## src/rtl/adcsp_pkg.sv

```systemverilog
// Package: shared defaults for the dual-channel serial output port.
// Assumes: one result width for both channels; frame positions are
// derived in the top module from these values.
package adcsp_pkg;
    parameter int RES_W       = 12;  // result bits per channel
    parameter int LEAD_ZEROS  = 3;   // zeros ahead of the first result
    parameter int TRAIL_ZEROS = 1;   // zeros after the chained result
    parameter int FRAME_EDGES = 32;  // falling edge that floats the lines
    parameter int TRACK_EDGES = 13;  // falling edges before track resumes
    parameter int SYNC_STAGES = 2;   // synchronizer depth
endpackage

```

## src/rtl/adcsp_edge_sync.sv

```systemverilog
// Module: synchronizes one asynchronous input and flags its edges.
// Assumes: the input holds each level for at least STAGES+1 system
// clocks; the edge flags are one system clock wide.
module adcsp_edge_sync #(
    parameter int STAGES = 2,
    parameter bit IDLE   = 1'b1
) (
    input  logic clk,
    input  logic rst_n,
    input  logic async_in,
    output logic rise,
    output logic fall
);
    logic [STAGES:0] pipe;

    // Shift register: synchronizer stages plus one delayed copy.
    always_ff @(posedge clk) begin
        if (!rst_n) pipe <= {(STAGES+1){IDLE}};
        else        pipe <= {pipe[STAGES-1:0], async_in};
    end

    // Edge flags from the last synchronized stage and its delayed copy.
    always_comb begin
        rise = pipe[STAGES-1] & ~pipe[STAGES];
        fall = ~pipe[STAGES-1] & pipe[STAGES];
    end
endmodule

```

## src/rtl/adcsp_frame_ctrl.sv

```systemverilog
// Module: frame sequencer. It counts serial-clock falling edges,
// captures both words when a frame opens and runs the tracking flag.
// Assumes: cs_fall and cs_rise never arrive in the same cycle. A
// chip-select fall takes priority over a serial-clock fall in the same
// cycle.
module adcsp_frame_ctrl #(
    parameter int RES_W       = 12,
    parameter int CNT_W       = 6,
    parameter int FRAME_EDGES = 32,
    parameter int TRACK_EDGES = 13
) (
    input  logic             clk,
    input  logic             rst_n,
    input  logic             cs_fall,
    input  logic             cs_rise,
    input  logic             sclk_fall,
    input  logic             sclk_rise,
    input  logic [RES_W-1:0] word_a,
    input  logic [RES_W-1:0] word_b,
    output logic             active,
    output logic [CNT_W-1:0] count,
    output logic             tracking,
    output logic [RES_W-1:0] cap_a,
    output logic [RES_W-1:0] cap_b
);
    localparam logic [CNT_W-1:0] LAST_CNT  = CNT_W'(FRAME_EDGES);
    localparam logic [CNT_W-1:0] TRACK_CNT = CNT_W'(TRACK_EDGES);

    // Frame state: open, close, count edges, release the hold.
    always_ff @(posedge clk) begin
        if (!rst_n) begin
            active   <= 1'b0;
            count    <= '0;
            tracking <= 1'b1;
            cap_a    <= '0;
            cap_b    <= '0;
        end else if (cs_fall) begin
            active   <= 1'b1;
            count    <= '0;
            tracking <= 1'b0;
            cap_a    <= word_a;
            cap_b    <= word_b;
        end else if (cs_rise) begin
            active   <= 1'b0;
            tracking <= 1'b1;
        end else if (active) begin
            if (sclk_fall && count < LAST_CNT) count <= count + 1'b1;
            if (sclk_rise && count >= TRACK_CNT) tracking <= 1'b1;
        end
    end
endmodule

```

## src/rtl/adcsp_lane.sv

```systemverilog
// Module: one serial output line. It maps the edge count to the bit
// driven: zeros, its own word, a zero gap, then the partner word.
// Assumes: count saturates at FRAME_EDGES and the line floats from there.
module adcsp_lane #(
    parameter int RES_W       = 12,
    parameter int CNT_W       = 6,
    parameter int P1_MSB      = 3,
    parameter int P1_LSB      = 14,
    parameter int P2_MSB      = 19,
    parameter int P2_LSB      = 30,
    parameter int FRAME_EDGES = 32
) (
    input  logic             active,
    input  logic [CNT_W-1:0] count,
    input  logic [RES_W-1:0] own_word,
    input  logic [RES_W-1:0] other_word,
    output logic             sdo,
    output logic             sdo_en
);
    localparam int IDX_W = (RES_W > 1) ? $clog2(RES_W) : 1;

    logic [CNT_W-1:0] off1;
    logic [CNT_W-1:0] off2;
    logic             bit_val;

    // Bit selection by frame position; zero whenever the line floats.
    always_comb begin
        sdo_en  = active && (count < CNT_W'(FRAME_EDGES));
        off1    = CNT_W'(P1_LSB) - count;
        off2    = CNT_W'(P2_LSB) - count;
        bit_val = 1'b0;
        if (count >= CNT_W'(P1_MSB) && count <= CNT_W'(P1_LSB))
            bit_val = own_word[off1[IDX_W-1:0]];
        else if (count >= CNT_W'(P2_MSB) && count <= CNT_W'(P2_LSB))
            bit_val = other_word[off2[IDX_W-1:0]];
        sdo = sdo_en & bit_val;
    end
endmodule

```

## src/rtl/adc_dual_serial_port.sv

```systemverilog
// Module: top of the dual-channel serial output port. It synchronizes
// chip select and the serial clock, sequences the frame and drives two
// lines whose roles swap for the chained second result.
// Assumes: each serial-clock phase spans at least three system clocks.
module adc_dual_serial_port
    import adcsp_pkg::*;
#(
    parameter int W      = RES_W,
    parameter int LEAD   = LEAD_ZEROS,
    parameter int TRAIL  = TRAIL_ZEROS,
    parameter int EDGES  = FRAME_EDGES,
    parameter int TRACK  = TRACK_EDGES,
    parameter int STAGES = SYNC_STAGES
) (
    input  logic         clk,
    input  logic         rst_n,
    input  logic         cs_n_in,
    input  logic         sclk_in,
    input  logic [W-1:0] word_a,
    input  logic [W-1:0] word_b,
    output logic         sdo_a,
    output logic         sdo_a_en,
    output logic         sdo_b,
    output logic         sdo_b_en,
    output logic         tracking
);
    localparam int CNT_W  = $clog2(EDGES + 1);
    localparam int P1_MSB = LEAD;
    localparam int P1_LSB = LEAD + W - 1;
    localparam int P2_LSB = EDGES - 1 - TRAIL;
    localparam int P2_MSB = P2_LSB - W + 1;
    localparam int LANES  = 2;

    logic             cs_rise, cs_fall, sclk_rise, sclk_fall;
    logic             active;
    logic [CNT_W-1:0] count;
    logic [W-1:0]     cap_a, cap_b;
    logic [W-1:0]     own_w   [LANES];
    logic [W-1:0]     other_w [LANES];
    logic             lane_d  [LANES];
    logic             lane_en [LANES];

    adcsp_edge_sync #(.STAGES(STAGES), .IDLE(1'b1)) cs_sync_i (
        .clk(clk), .rst_n(rst_n), .async_in(cs_n_in),
        .rise(cs_rise), .fall(cs_fall)
    );

    adcsp_edge_sync #(.STAGES(STAGES), .IDLE(1'b1)) sclk_sync_i (
        .clk(clk), .rst_n(rst_n), .async_in(sclk_in),
        .rise(sclk_rise), .fall(sclk_fall)
    );

    adcsp_frame_ctrl #(
        .RES_W(W), .CNT_W(CNT_W), .FRAME_EDGES(EDGES), .TRACK_EDGES(TRACK)
    ) ctrl_i (
        .clk(clk), .rst_n(rst_n),
        .cs_fall(cs_fall), .cs_rise(cs_rise),
        .sclk_fall(sclk_fall), .sclk_rise(sclk_rise),
        .word_a(word_a), .word_b(word_b),
        .active(active), .count(count), .tracking(tracking),
        .cap_a(cap_a), .cap_b(cap_b)
    );

    // Lane word routing: each line chains its partner's word.
    always_comb begin
        own_w[0]   = cap_a;
        other_w[0] = cap_b;
        own_w[1]   = cap_b;
        other_w[1] = cap_a;
    end

    for (genvar g = 0; g < LANES; g++) begin : g_lane
        adcsp_lane #(
            .RES_W(W), .CNT_W(CNT_W),
            .P1_MSB(P1_MSB), .P1_LSB(P1_LSB),
            .P2_MSB(P2_MSB), .P2_LSB(P2_LSB),
            .FRAME_EDGES(EDGES)
        ) lane_i (
            .active(active), .count(count),
            .own_word(own_w[g]), .other_word(other_w[g]),
            .sdo(lane_d[g]), .sdo_en(lane_en[g])
        );
    end

    // Output mapping from lane array to named ports.
    always_comb begin
        sdo_a    = lane_d[0];
        sdo_a_en = lane_en[0];
        sdo_b    = lane_d[1];
        sdo_b_en = lane_en[1];
    end
endmodule

```

## config.mk

```make
export PLATFORM = sky130hd
export DESIGN_NAME = adc_dual_serial_port
export DESIGN_NICKNAME = d
export VERILOG_FILES = /design/src/rtl/adcsp_pkg.sv /design/src/rtl/adcsp_edge_sync.sv /design/src/rtl/adcsp_frame_ctrl.sv /design/src/rtl/adcsp_lane.sv /design/src/rtl/adc_dual_serial_port.sv
export SDC_FILE = /design/constraint.sdc
export NUM_CORES = 1
export LEC_CHECK = 0
export ABC_CLOCK_PERIOD_IN_PS = 2300
export BUFFER_PORTS_ARGS = -buffer_cell sky130_fd_sc_hd__buf_2
export CORE_ASPECT_RATIO = 0.75
export CORE_MARGIN = 2
export CORE_UTILIZATION = 25
export CTS_CLUSTER_SIZE = 8
export DETAILED_ROUTE_END_ITERATION = 6
export SYNTH_ARGS = -nofsm -noshare
export SYNTH_HDL_FRONTEND = slang
export SYNTH_HIERARCHICAL = 1
export SYNTH_SLANG_ARGS = --single-unit
```

## constraint.sdc

```tcl
create_clock -name clk -period 2.3 [get_ports clk]
set_input_delay 0.575 -clock clk [delete_from_list [all_inputs] [get_ports clk]]
set_output_delay 0.575 -clock clk [all_outputs]
set_load 0.02 [all_outputs]
```

==> results.md, run 1 <==
* Result of the run: complete, but fails checks
* Failing checks: setup timing
* Placer Congestion at roughly 0.83
* Global-route wire length before repair at around 8.2 mm
* Warning count from the yosys run at 6
* Number of nets with antenna violations after routing at 0
* Worst Max-Slew Pin Slew at 0.360 ns
* Number of enable flip-flop cells after synthesis at 0
* Effective utilization at floorplan at 0.261
* Total count of max-transition violations in the final report at 0
* Met2 usage in global routing at 0.159
* Final setup violation count at 2
* Library cells used by synthesis at 36
* Register-to-register setup slack at a little over 0.8 ns
* Commonest cells after routing, fill and taps aside: sky130_fd_sc_hd__dfxtp_1, sky130_fd_sc_hd__buf_2, sky130_fd_sc_hd__nor2b_1, sky130_fd_sc_hd__mux2i_1, sky130_fd_sc_hd__buf_4
* Largest net degree at the start of global routing at 25
* Fraction of final layout cells with drive strength greater than 1 at 0.350
* Data arrival, critical path at roughly 2.1 ns
* Setup crit start kind: register
* Die Y-Extent at approximately 83 µm
* Complex-gate fraction of the synthesized area at 0.0900
* Growth of design area from synthesis to finish at 32.5%
* Floorplan row count at 28
* RSZ-0062 raised after global routing: yes
* Min setup slack post-route at -0.381 ns
* Maximum buffer depth of the clock tree at 2
* Horizontal extent of the die at 109 µm
* Synthesis-stage register bit count at 38
* Total Negative Setup Slacks at -0.761 ns
* Quantity of I/O buffers inserted on ports at 32
* Worst IR Drop VDD at between 200 and 300 µV
* Headroom to the max-slew limit at 0.760
* Fin nets at roughly 280
* Cells after Synth at between 150 and 200
* Final routed wire length divided by cell count at ~15 µm
* Hold WC Path Type: register to register
* Vias in the first global route at about 1.6k
* Number of top-level pins at 33
* Floorplan die area at 9100 µm²
* Element type at the critical path end: primary output
* Synth Area in Adders at 0.0300
* Biggest area contributors in the synthesized netlist: sky130_fd_sc_hd__dfxtp_1, sky130_fd_sc_hd__mux4_1, sky130_fd_sc_hd__mux2i_1, sky130_fd_sc_hd__nor2b_1, sky130_fd_sc_hd__ha_1
* Max Clk Rate at roughly 370 MHz
* Met1 track demand over resource at 0.179
* Number of antenna violations at the first check in global routing at 0
* Post-CTS clock slew at the launch and capture registers of the worst setup and hold paths at around 0.080 ns
* Total clock buffers created by CTS at 5
* Global Route Usage Sum at 0.117
* Diode count at 0
* Startpoint of the most critical register-to-register path: ctrl_i/count[0]
* Post-synthesis share of cell area spent on xor and xnor gates at 0.00840
* Post-DP HPWL at between 3 and 4 mm
* First element of the critical path: ctrl_i/count[0]
* Total length of routed wires at a little over 5 mm
* Critical-path maximum fanout at 6
* Post-synthesis mux area share at 0.263
* Total via count after detailed routing at 1622
* Clock insertion delay at the later pin of the skew report at 0.28 ns
* Clock sink count at 38
* Number of nets produced by synthesis at 220
* Final core utilization at 0.346
* Basic-gate share of the synthesized area counting and, or, nand and nor cells at 0.215
* Met3 Use GR at 0.0385
* Pre-antenna DRT Iters at 4
* Clock tree from TritonCTS: done
* Largest area contributor in the synthesized netlist: sky130_fd_sc_hd__dfxtp_1
* Cell depth of the worst flop-to-flop path at 6
* Worst setup timing slack at the placement stage at -0.230 ns
* Share of the synthesized area in the top cell type at 0.365
* Clock root buffer: sky130_fd_sc_hd__clkbuf_8
* Areal power density over the cells at between 500 and 600 nW/µm²
* Placement-stage cell area at approximately 2500 µm²
* Portion of the post-synthesis area used by sequential elements at 0.365
* Leading register cell type out of synthesis: sky130_fd_sc_hd__dfxtp_1
* Total DRC errors in the routed layout at 0
* Start-to-end type of the worst setup path: register to primary output
* Clock skew at between 0.004 and 0.005 ns
* Crit share post-route at 1.17
* Average vias per placed instance at around 4.7
* Mean instance size in the synthesized netlist at ~11 µm²
* Core outline area at 7990 µm²
* Crit Reg-Reg Endpoint: ctrl_i/count[4]
* Max-Cap Viols at 0
* P_leak at 1.03 nW
* Number of H-tree levels at 2
* Overflow after GRT at 0
* Final number of hold-violating endpoints at 0
* Endpoint of the worst setup timing path: sdo_a
* Total power at 0.00140 W
* FFs w/ async S/R, synth at 0
* Minimum clock period after layout at about 2.7 ns
* Combinational family with the most area after synthesis: multiplexers
* Most common cell after layout, fill and taps aside: sky130_fd_sc_hd__dfxtp_1
* Post-route cell area at about 2800 µm²
* Busiest grt layer: met1
* DRC marker count from the first detailed-route iteration at 85
* Post-synthesis instance area at approximately 2100 µm²
* Critical path required time at 1.73 ns
worst max-delay path: stages (launching register included):
cell                        delay, ns
sky130_fd_sc_hd__dfxtp_4         0.42
sky130_fd_sc_hd__buf_6           0.15
sky130_fd_sc_hd__mux4_2          0.50
sky130_fd_sc_hd__a21boi_4        0.16
sky130_fd_sc_hd__a2111oi_4       0.34
sky130_fd_sc_hd__nor4b_4         0.08
sky130_fd_sc_hd__buf_4           0.17
sequential cells by signal, summed over array words and instances, names as in the netlist:
| register | cells |
|---|---|
| ctrl_i/active | 1 |
| ctrl_i/cap_a | 12 |
| ctrl_i/cap_b | 12 |
| sclk_sync_i/pipe | 3 |
| cs_sync_i/pipe | 3 |
| ctrl_i/tracking | 1 |
| ctrl_i/count | 6 |
per-layer routing:
metal,share of wire,wire length (µm),up-vias
li1,-,-,808
met1,0.50,2520,766
met2,0.42,2120,44
met3,0.077,391,4
met4,0.0053,27,0
met5,0,0,-
cell families (layout without fill, tap and decap cells):
| group | Yosys count | after routing |
|---|---|---|
| adder cells (fa/ha/maj) | 5 | 5 |
| AO/OA/AOI/OAI | 27 | 27 |
| flip-flops | 38 | 38 |
| multiplexers | 36 | 36 |
| XOR/XNOR | 2 | 2 |
| buffers and inverters | 10 | 66 |
| AND/OR/NAND/NOR | 69 | 69 |
Yosys cell counts (4+ instances only):
cell type,count
sky130_fd_sc_hd__nand2b_1,8
sky130_fd_sc_hd__a21oi_1,7
sky130_fd_sc_hd__dfxtp_1,38
sky130_fd_sc_hd__nand2_1,6
sky130_fd_sc_hd__nor2b_1,30
sky130_fd_sc_hd__or2b_1,4
sky130_fd_sc_hd__or3_1,5
sky130_fd_sc_hd__mux4_1,10
sky130_fd_sc_hd__o21ai_0,5
sky130_fd_sc_hd__mux2i_1,24
sky130_fd_sc_hd__a21boi_1,4
sky130_fd_sc_hd__ha_1,5
worst min-delay path by stage:
stage | cells past startpoint | to | startpoint | slack (ns)
final | 1 | cs_sync_i/pipe[1] | cs_sync_i/pipe[0] | 0.41
after CTS | 1 | cs_sync_i/pipe[1] | cs_sync_i/pipe[0] | 0.42
after detailed placement | 1 | cs_sync_i/pipe[1] | cs_sync_i/pipe[0] | 0.40
after global placement | 1 | sclk_sync_i/pipe[1] | sclk_sync_i/pipe[0] | 0.39
after global routing | 1 | cs_sync_i/pipe[1] | cs_sync_i/pipe[0] | 0.44
after floorplan | 1 | cs_sync_i/pipe[1] | cs_sync_i/pipe[0] | 0.39
through the flow:
| stage | hold slack [ns] | instances |
|---|---|---|
| final | 0.415 | 348 |
| after global routing | 0.442 | 348 |
| after CTS | 0.420 | 348 |
| after detailed placement | 0.400 | 340 |
| after global placement | 0.389 | 340 |
| after floorplan | 0.386 | 187 |
repair_timing:
item / in CTS / in global routing
buffers inserted: 1 / 0
pin swaps: 3 / 1
endpoints found under the setup margin: 2 / 2
endpoints found under the hold margin: 0 / 0
resized for setup: 17 / 2
hold buffers: 0 / 0
final cells by class:
cell class / count / area (µm²)
Tap cell: 105 / 131
Sequential cell: 38 / 766
Fill cell: 843 / 5230
Inverter: 3 / 11.3
Clock inverter: 1 / 30.0
Clock buffer: 6 / 82.6
Multi-Input combinational cell: 139 / 1380
Timing Repair Buffer: 56 / 362
report_power, final:
part | leakage [nW] | total (W) | switching [W] | internal (W)
clock | 0.0573 | 0.000580 | 0.000232 | 0.000347
sequential | 0.311 | 0.000695 | 0.0000171 | 0.000678
combinational | 0.660 | 0.000127 | 0.0000563 | 0.0000709
total | 1.03 | 0.00140 | 0.000306 | 0.00110
(Power assumes the default switching activity.)
==> inputs of run 2 (changes only) <==
--- a/config.mk
+++ b/config.mk
@@ -5,6 +5,7 @@
 export SDC_FILE = /design/constraint.sdc
 export NUM_CORES = 1
 export LEC_CHECK = 0
+export ABC_AREA = 1
 export ABC_CLOCK_PERIOD_IN_PS = 2300
 export BUFFER_PORTS_ARGS = -buffer_cell sky130_fd_sc_hd__buf_2
 export CORE_ASPECT_RATIO = 0.75
==> run 2 against run 1 <==
Compared with the run above: the flow now finishes without violations; worst hold slack got worse by 0.017 ns; count of clock-buffer cells in the layout unchanged; sequential power up 2%; combinational power about the same; synthesized cell count grew 96%; clock skew is 0.0011 ns lower; maximum frequency up 21%.
==> results.md, run 2 <==
* Result of the run: completed
* Most common cell after layout, fill and taps aside: sky130_fd_sc_hd__nand2_1
* Biggest area contributors in the synthesized netlist: sky130_fd_sc_hd__dfxtp_1, sky130_fd_sc_hd__nand2_1, sky130_fd_sc_hd__nor2_1, sky130_fd_sc_hd__inv_1, sky130_fd_sc_hd__nand3_1
* Setup crit start kind: register
* Count leader, synth: sky130_fd_sc_hd__nand2_1
* Horizontal extent of the die at approximately 110 µm
* Cells after Synth at about 370
* Quantity of I/O buffers inserted on ports at 32
* Core outline area at roughly 8500 µm²
* Final number of hold-violating endpoints at 0
* Growth of design area from synthesis to finish at 23.4%
* Placer Congestion at ~1
* Leading register cell type out of synthesis: sky130_fd_sc_hd__dfxtp_1
* Clock sink count at 38
* Overflow after GRT at 0
* Post-DP HPWL at roughly 4.3 mm
* Number of antenna violations at the first check in global routing at 0
* Total power at around 0.0016 W
* Areal power density over the cells at about 600 nW/µm²
* Floorplan die area at between 9000 and 10000 µm²
* Headroom to the max-slew limit at 0.700
* Maximum buffer depth of the clock tree at 2
* Clock skew at between 0.003 and 0.004 ns
* Cells along the critical path: ha_4 > buf_6 > nand3_1 > nand2_1 > nand2_1 > nand2_1 > nand2_1 > nand2_1 > nor2_1 > buf_4
* Pre-antenna DRT Iters at 5
* Data arrival, critical path at 1.64 ns
* Number of nets produced by synthesis at 400
* Largest net degree at the start of global routing at 31
* Synthesis-stage register bit count at 38
* Vias in the first global route at about 2.1k
* Hold WC Path Type: register to register
* Total clock buffers created by CTS at 5
* Average vias per placed instance at about 4.5
* Element type at the critical path end: primary output
* Clock tree from TritonCTS: done
* P_leak at 1.28 nW
* Start-to-end type of the worst setup path: register to primary output
* DRC marker count from the first detailed-route iteration at roughly 200
* Post-route cell area at between 2000 and 3000 µm²
* Max Clk Rate at 451 MHz
* Diode count at 0
* FFs w/ async S/R, synth at 0
* Minimum clock period after layout at about 2.2 ns
* Clock root buffer: sky130_fd_sc_hd__clkbuf_16
* Worst hold margin at about 0.4 ns
* Die Y-Extent at 85.1 µm
* Global-route wire length before repair at approximately 10 mm
* Library cells used by synthesis at 18
* Effective utilization at floorplan at 0.258
* Fraction of final layout cells with drive strength greater than 1 at 0.162
* Clock insertion delay at the later pin of the skew report at between 0.2 and 0.3 ns
* Final core utilization at 0.318
* Number of enable flip-flop cells after synthesis at 0
* Worst IR Drop VDD at approximately 250 µV
* Floorplan row count at 29
* Number of post-CTS setup repair buffers at 0
* Post-synthesis instance area at between 2000 and 2500 µm²
* Most frequent CP cell: sky130_fd_sc_hd__nand2_1
* Fin nets at 435
* Slowest CP cell: sky130_fd_sc_hd__dfxtp_4
* Number of top-level pins at 33
* Placement-stage cell area at around 2500 µm²
* Share of the synthesized area in the top cell type at 0.347
* Number of nets with antenna violations after routing at 0
* Worst Max-Slew Pin Slew at between 0.4 and 0.5 ns
* Critical-path maximum fanout at 5
* Delay contributed by the slowest stage of the critical path at approximately 0.37 ns
* Fill cell count at just under 1k
* Crit share post-route at 0.963
* Final routed wire length divided by cell count at between 10 and 15 µm
* Total via count after detailed routing at 2290
* Largest area contributor in the synthesized netlist: sky130_fd_sc_hd__dfxtp_1
* Commonest cells after routing, fill and taps aside: sky130_fd_sc_hd__nand2_1, sky130_fd_sc_hd__nor2_1, sky130_fd_sc_hd__inv_1, sky130_fd_sc_hd__dfxtp_1, sky130_fd_sc_hd__nand3_1
* Total length of routed wires at about 5.8 mm
* Warning count from the yosys run at 6
* Post-CTS clock slew at the launch and capture registers of the worst setup and hold paths at 0.05 ns
* Mean instance size in the synthesized netlist at 5.97 µm²
* Critical path required time at ~1.7 ns
* Total DRC errors in the routed layout at 0
* Max-Cap Viols at 0
* Global Route Usage Sum at 0.126
* Total count of max-transition violations in the final report at 0
* Largest registers: ctrl_i/cap_a: 12 flops, ctrl_i/cap_b: 12 flops, ctrl_i/count: 6 flops
* Number of H-tree levels at 2
* Synth top cells by count: sky130_fd_sc_hd__nand2_1, sky130_fd_sc_hd__nor2_1, sky130_fd_sc_hd__inv_1
* Portion of the post-synthesis area used by sequential elements at 0.347
* Final setup violation count at 0
==> run 2: cells by family after synthesis <==
| family | count (synthesis) | synth area share |
|---|---|---|
| compound gates | 34 | 0.0794 |
| buf+inv | 57 | 0.116 |
| flops | 38 | 0.347 |
| fa+ha+maj | 5 | 0.0286 |
| simple gates | 233 | 0.428 |
==> run 2: worst max-delay path, delay by kind of cell (launching register included) <==
kind	cells	cell delay, ns
adder cells (fa/ha/maj)	1	0.26
AND/OR/NAND/NOR	7	0.45
flip-flops	1	0.37
buffers and inverters	2	0.28
==> run 2: cell type report <==
| class | count | area [µm²] | area share |
|---|---|---|---|
| multi-input combinational | 272 | 1210 | 0.448 |
| sequential | 38 | 771 | 0.285 |
| timing repair buffer | 38 | 229 | 0.0847 |
| inverter | 47 | 189 | 0.0699 |
| clock buffer | 6 | 139 | 0.0514 |
| tap | 108 | 135 | 0.0500 |
| clock inverter | 1 | 30.0 | 0.0111 |
==> run 2: path summary, 6_finish.rpt <==
kind                                           from                  end  slack, ns  cells after the start
worst min register to register  sclk_sync_i/pipe[0]  sclk_sync_i/pipe[1]       0.40                      2
worst min-delay path            sclk_sync_i/pipe[0]  sclk_sync_i/pipe[1]       0.40                      2
worst max-delay path                ctrl_i/count[1]                sdo_b       0.08                     10
worst max register to register    cs_sync_i/pipe[2]      ctrl_i/cap_b[6]       1.00                      6
==> run 2: through the flow <==
step                      setup TNS (ns)  cells  setup slack (ns)
after floorplan                        0    367            0.0717
after global placement                 0    503             0.264
after detailed placement               0    503             0.223
after CTS                              0    510          0.000413
after global routing             -0.0113    510           -0.0113
final                                  0    510            0.0840
==> run 2: per-layer routing <==
metal  routed length [µm]  GRT usage  up-vias
li1                     -          -     1194
met1                 3030      0.201      987
met2                 2290      0.174      100
met3                  380     0.0236        9
met4                   57     0.0288        0
met5                    0          0        -
==> run 2: power by group <==
group          leakage, nW  internal (W)  switching [W]
combinational        0.886     0.0000508      0.0000736
clock               0.0829      0.000534       0.000244
sequential           0.313      0.000684      0.0000234
total                 1.28       0.00127       0.000341
==> run 2: what timing repair did <==
action                                  4_1_cts  5_1_grt
resized for setup                             4       21
pin swaps                                     0        2
endpoints found under the setup margin        2        2
gates cloned                                  0        0
hold buffers                                  0        0
==> inputs of run 3 (changes only) <==
--- a/config.mk
+++ b/config.mk
@@ -10,9 +10,10 @@
 export BUFFER_PORTS_ARGS = -buffer_cell sky130_fd_sc_hd__buf_2
 export CORE_ASPECT_RATIO = 0.75
 export CORE_MARGIN = 2
-export CORE_UTILIZATION = 25
+export CORE_UTILIZATION = 45
 export CTS_CLUSTER_SIZE = 8
 export DETAILED_ROUTE_END_ITERATION = 6
+export PLACE_DENSITY = 0.68
 export SYNTH_ARGS = -nofsm -noshare
 export SYNTH_HDL_FRONTEND = slang
 export SYNTH_HIERARCHICAL = 1
==> run 3 against run 2 <==
Compared with the run above: design area down 4.0%; via count down 3.4%; clock power down 36%; critical path type unchanged; largest cell class unchanged; largest power group is now sequential cells.
==> results.md, run 3 (synthesized netlist as in run 2, its figures left out) <==
* Areal power density over the cells at approximately 510 nW/µm²
* Diode count at 0
* Horizontal extent of the die at between 80 and 90 µm
* Floorplan die area at ~5400 µm²
* Clock skew at 0.00319 ns
* Cell depth of the worst flop-to-flop path at 11
* Number of top-level pins at 33
* Cells along the critical path: ha_4 > inv_2 > nand3_1 > nand2_1 > nand2_1 > nand2_1 > nand2_1 > nand2_1 > nor2_2 > buf_6
* Max-Cap Viols at 0
* Die Y-Extent at ~64 µm
* Clock sink count at 38
* Total length of routed wires at between 5 and 6 mm
* Total power at roughly 0.0013 W
* Minimum clock period after layout at between 2 and 2.5 ns
* Data arrival, critical path at around 1.7 ns
* Overflow after GRT at 0
* Register-to-register setup slack at between 0.9 and 1 ns
* Crit Reg-Reg Endpoint: ctrl_i/tracking
* Growth of design area from synthesis to finish at 18.4%
* Global-route wire length before repair at 8.76 mm
* Max Clk Rate at approximately 450 MHz
* Critical-path maximum fanout at 8
* Final routed wire length divided by cell count at about 11 µm
* CP bufs+invs at 2
* Most common cell after layout, fill and taps aside: sky130_fd_sc_hd__nand2_1
* Clock insertion delay at the later pin of the skew report at roughly 0.3 ns
* Pre-antenna DRT Iters at 4
* Final core utilization at 0.568
* Most frequent CP cell: sky130_fd_sc_hd__nand2_1
* Average vias per placed instance at ~4.8
* Total count of max-transition violations in the final report at 0
* Clock root buffer: sky130_fd_sc_hd__clkbuf_8
* P_leak at roughly 1.3 nW
* Number of nets with antenna violations after routing at 0
* Setup crit start kind: register
* DRC marker count from the first detailed-route iteration at 151
* Effective utilization at floorplan at 0.479
* Global Route Usage Sum at 0.201
* Delay contributed by the slowest stage of the critical path at about 0.4 ns
* Placer Congestion at about 0.93
* Final number of hold-violating endpoints at 0
* Quantity of I/O buffers inserted on ports at 32
* Vias in the first global route at ~1.9k
* Worst setup timing slack at the placement stage at 0.126 ns
* Logic gate share of total power at 0.093
* Fill cell count at approximately 470
* Total via count after detailed routing at around 2.2k
* Largest net degree at the start of global routing at 31
* Largest registers: ctrl_i/cap_a: 12 flops, ctrl_i/cap_b: 12 flops, ctrl_i/count: 6 flops
* Internal Pwr Total at roughly 0.001 W
* Final setup violation count at 0
* Number of buffers inserted for hold repair after clock tree synthesis at 0
* Headroom to the max-slew limit at 0.711
* Number of cells on the critical path at 10
* Element type at the critical path end: primary output
* First element of the critical path: ctrl_i/count[1]
* Crit share post-route at 0.976
* Min setup slack post-route at roughly 0.054 ns
* Start-to-end type of the worst setup path: register to primary output
* Worst IR Drop VDD at 326 µV
* Result of the run: completed
* Endpoint of the worst setup timing path: sdo_b
* Clock group share of total power at 0.375
* Worst Max-Slew Pin Slew at 0.433 ns
* Slowest CP cell: sky130_fd_sc_hd__dfxtp_4
* Fin nets at 436
* Placement-stage cell area at 2380 µm²
* Net switching power of the design at 0.000351 W
* Total clock buffers created by CTS at 5
* Seq pwr share at 0.532
* Total DRC errors in the routed layout at 0
* Gate family responsible for the most delay along the worst path: simple AND/OR/NAND/NOR gates
* Number of antenna violations at the first check in global routing at 0
* Number of H-tree levels at 2
* RSZ-0062 raised after global routing: yes
* Maximum buffer depth of the clock tree at 2
* Clock tree from TritonCTS: done
* Startpoint of the most critical register-to-register path: ctrl_i/count[0]
* Floorplan row count at 21
* Hold WC Path Type: register to register
* Core outline area at around 4600 µm²
* Critical path required time at 1.73 ns
* Commonest cells after routing, fill and taps aside: sky130_fd_sc_hd__nand2_1, sky130_fd_sc_hd__nor2_1, sky130_fd_sc_hd__inv_1, sky130_fd_sc_hd__dfxtp_1, sky130_fd_sc_hd__buf_2
* Switching Fraction at 0.264
* Post-route cell area at between 2000 and 3000 µm²
* Post-CTS clock slew at the launch and capture registers of the worst setup and hold paths at roughly 0.08 ns
* Post-DP HPWL at 3.84 mm
* Fraction of final layout cells with drive strength greater than 1 at 0.176
==> run 3: what timing repair did <==
action                     CTS  global route
setup buffers                0             2
setup endpoints to repair    2             2
resized for setup           14            16
pin swaps                    0            10
==> run 3: cell type report <==
cell class | count | area (µm²) | share of cell area
Multi-Input combinational cell | 272 | 1230 | 0.474
Sequential cell | 38 | 769 | 0.297
Timing Repair Buffer | 39 | 238 | 0.0916
Inverter | 47 | 191 | 0.0738
Clock buffer | 6 | 82.6 | 0.0318
Tap cell | 57 | 71.3 | 0.0275
Clock inverter | 2 | 12.5 | 0.00482
==> run 3: power by group through the flow <==
stage	Sequential, W	Clock (W)	Combinational [W]
floorplan	0.000716	0	0.0000762
global placement	0.000723	0	0.000116
detailed placement	0.000723	0	0.000118
CTS	0.000705	0.000509	0.000119
global route	0.000709	0.000534	0.000142
finish	0.000706	0.000498	0.000123
==> run 3: per-layer routing <==
layer / vias up / global-route usage / part of all wire
li1: 1198 / - / -
met1: 937 / 0.316 / 0.54
met2: 70 / 0.265 / 0.38
met3: 7 / 0.0369 / 0.072
met4: 0 / 0.0774 / 0.013
met5: - / 0 / 0
==> run 3: how the worst min path moves through the flow <==
stage / start / endpoint / slack, ns / cells past startpoint
after CTS: sclk_sync_i/pipe[0] / sclk_sync_i/pipe[1] / 0.41 / 2
after global placement: sclk_sync_i/pipe[0] / sclk_sync_i/pipe[1] / 0.38 / 2
after global routing: sclk_sync_i/pipe[0] / sclk_sync_i/pipe[1] / 0.43 / 2
after floorplan: cs_sync_i/pipe[0] / cs_sync_i/pipe[1] / 0.38 / 2
after detailed placement: sclk_sync_i/pipe[0] / sclk_sync_i/pipe[1] / 0.39 / 2
final: sclk_sync_i/pipe[0] / sclk_sync_i/pipe[1] / 0.41 / 2
==> run 3: tightest hold or removal path: stages (launching register included) <==
cell and delay [ns]:
sky130_fd_sc_hd__dfxtp_1 0.31, sky130_fd_sc_hd__inv_1 0.03, sky130_fd_sc_hd__nand2_1 0.04
==> run 3: stage by stage <==
| stage | setup TNS (ns) | std cells | hold slack, ns |
|---|---|---|---|
| floorplan | 0 | 367 | 0.380 |
| global placement | 0 | 451 | 0.384 |
| detailed placement | 0 | 451 | 0.390 |
| CTS | 0 | 459 | 0.408 |
| global route | -0.135 | 461 | 0.427 |
| finish | 0 | 461 | 0.406 |
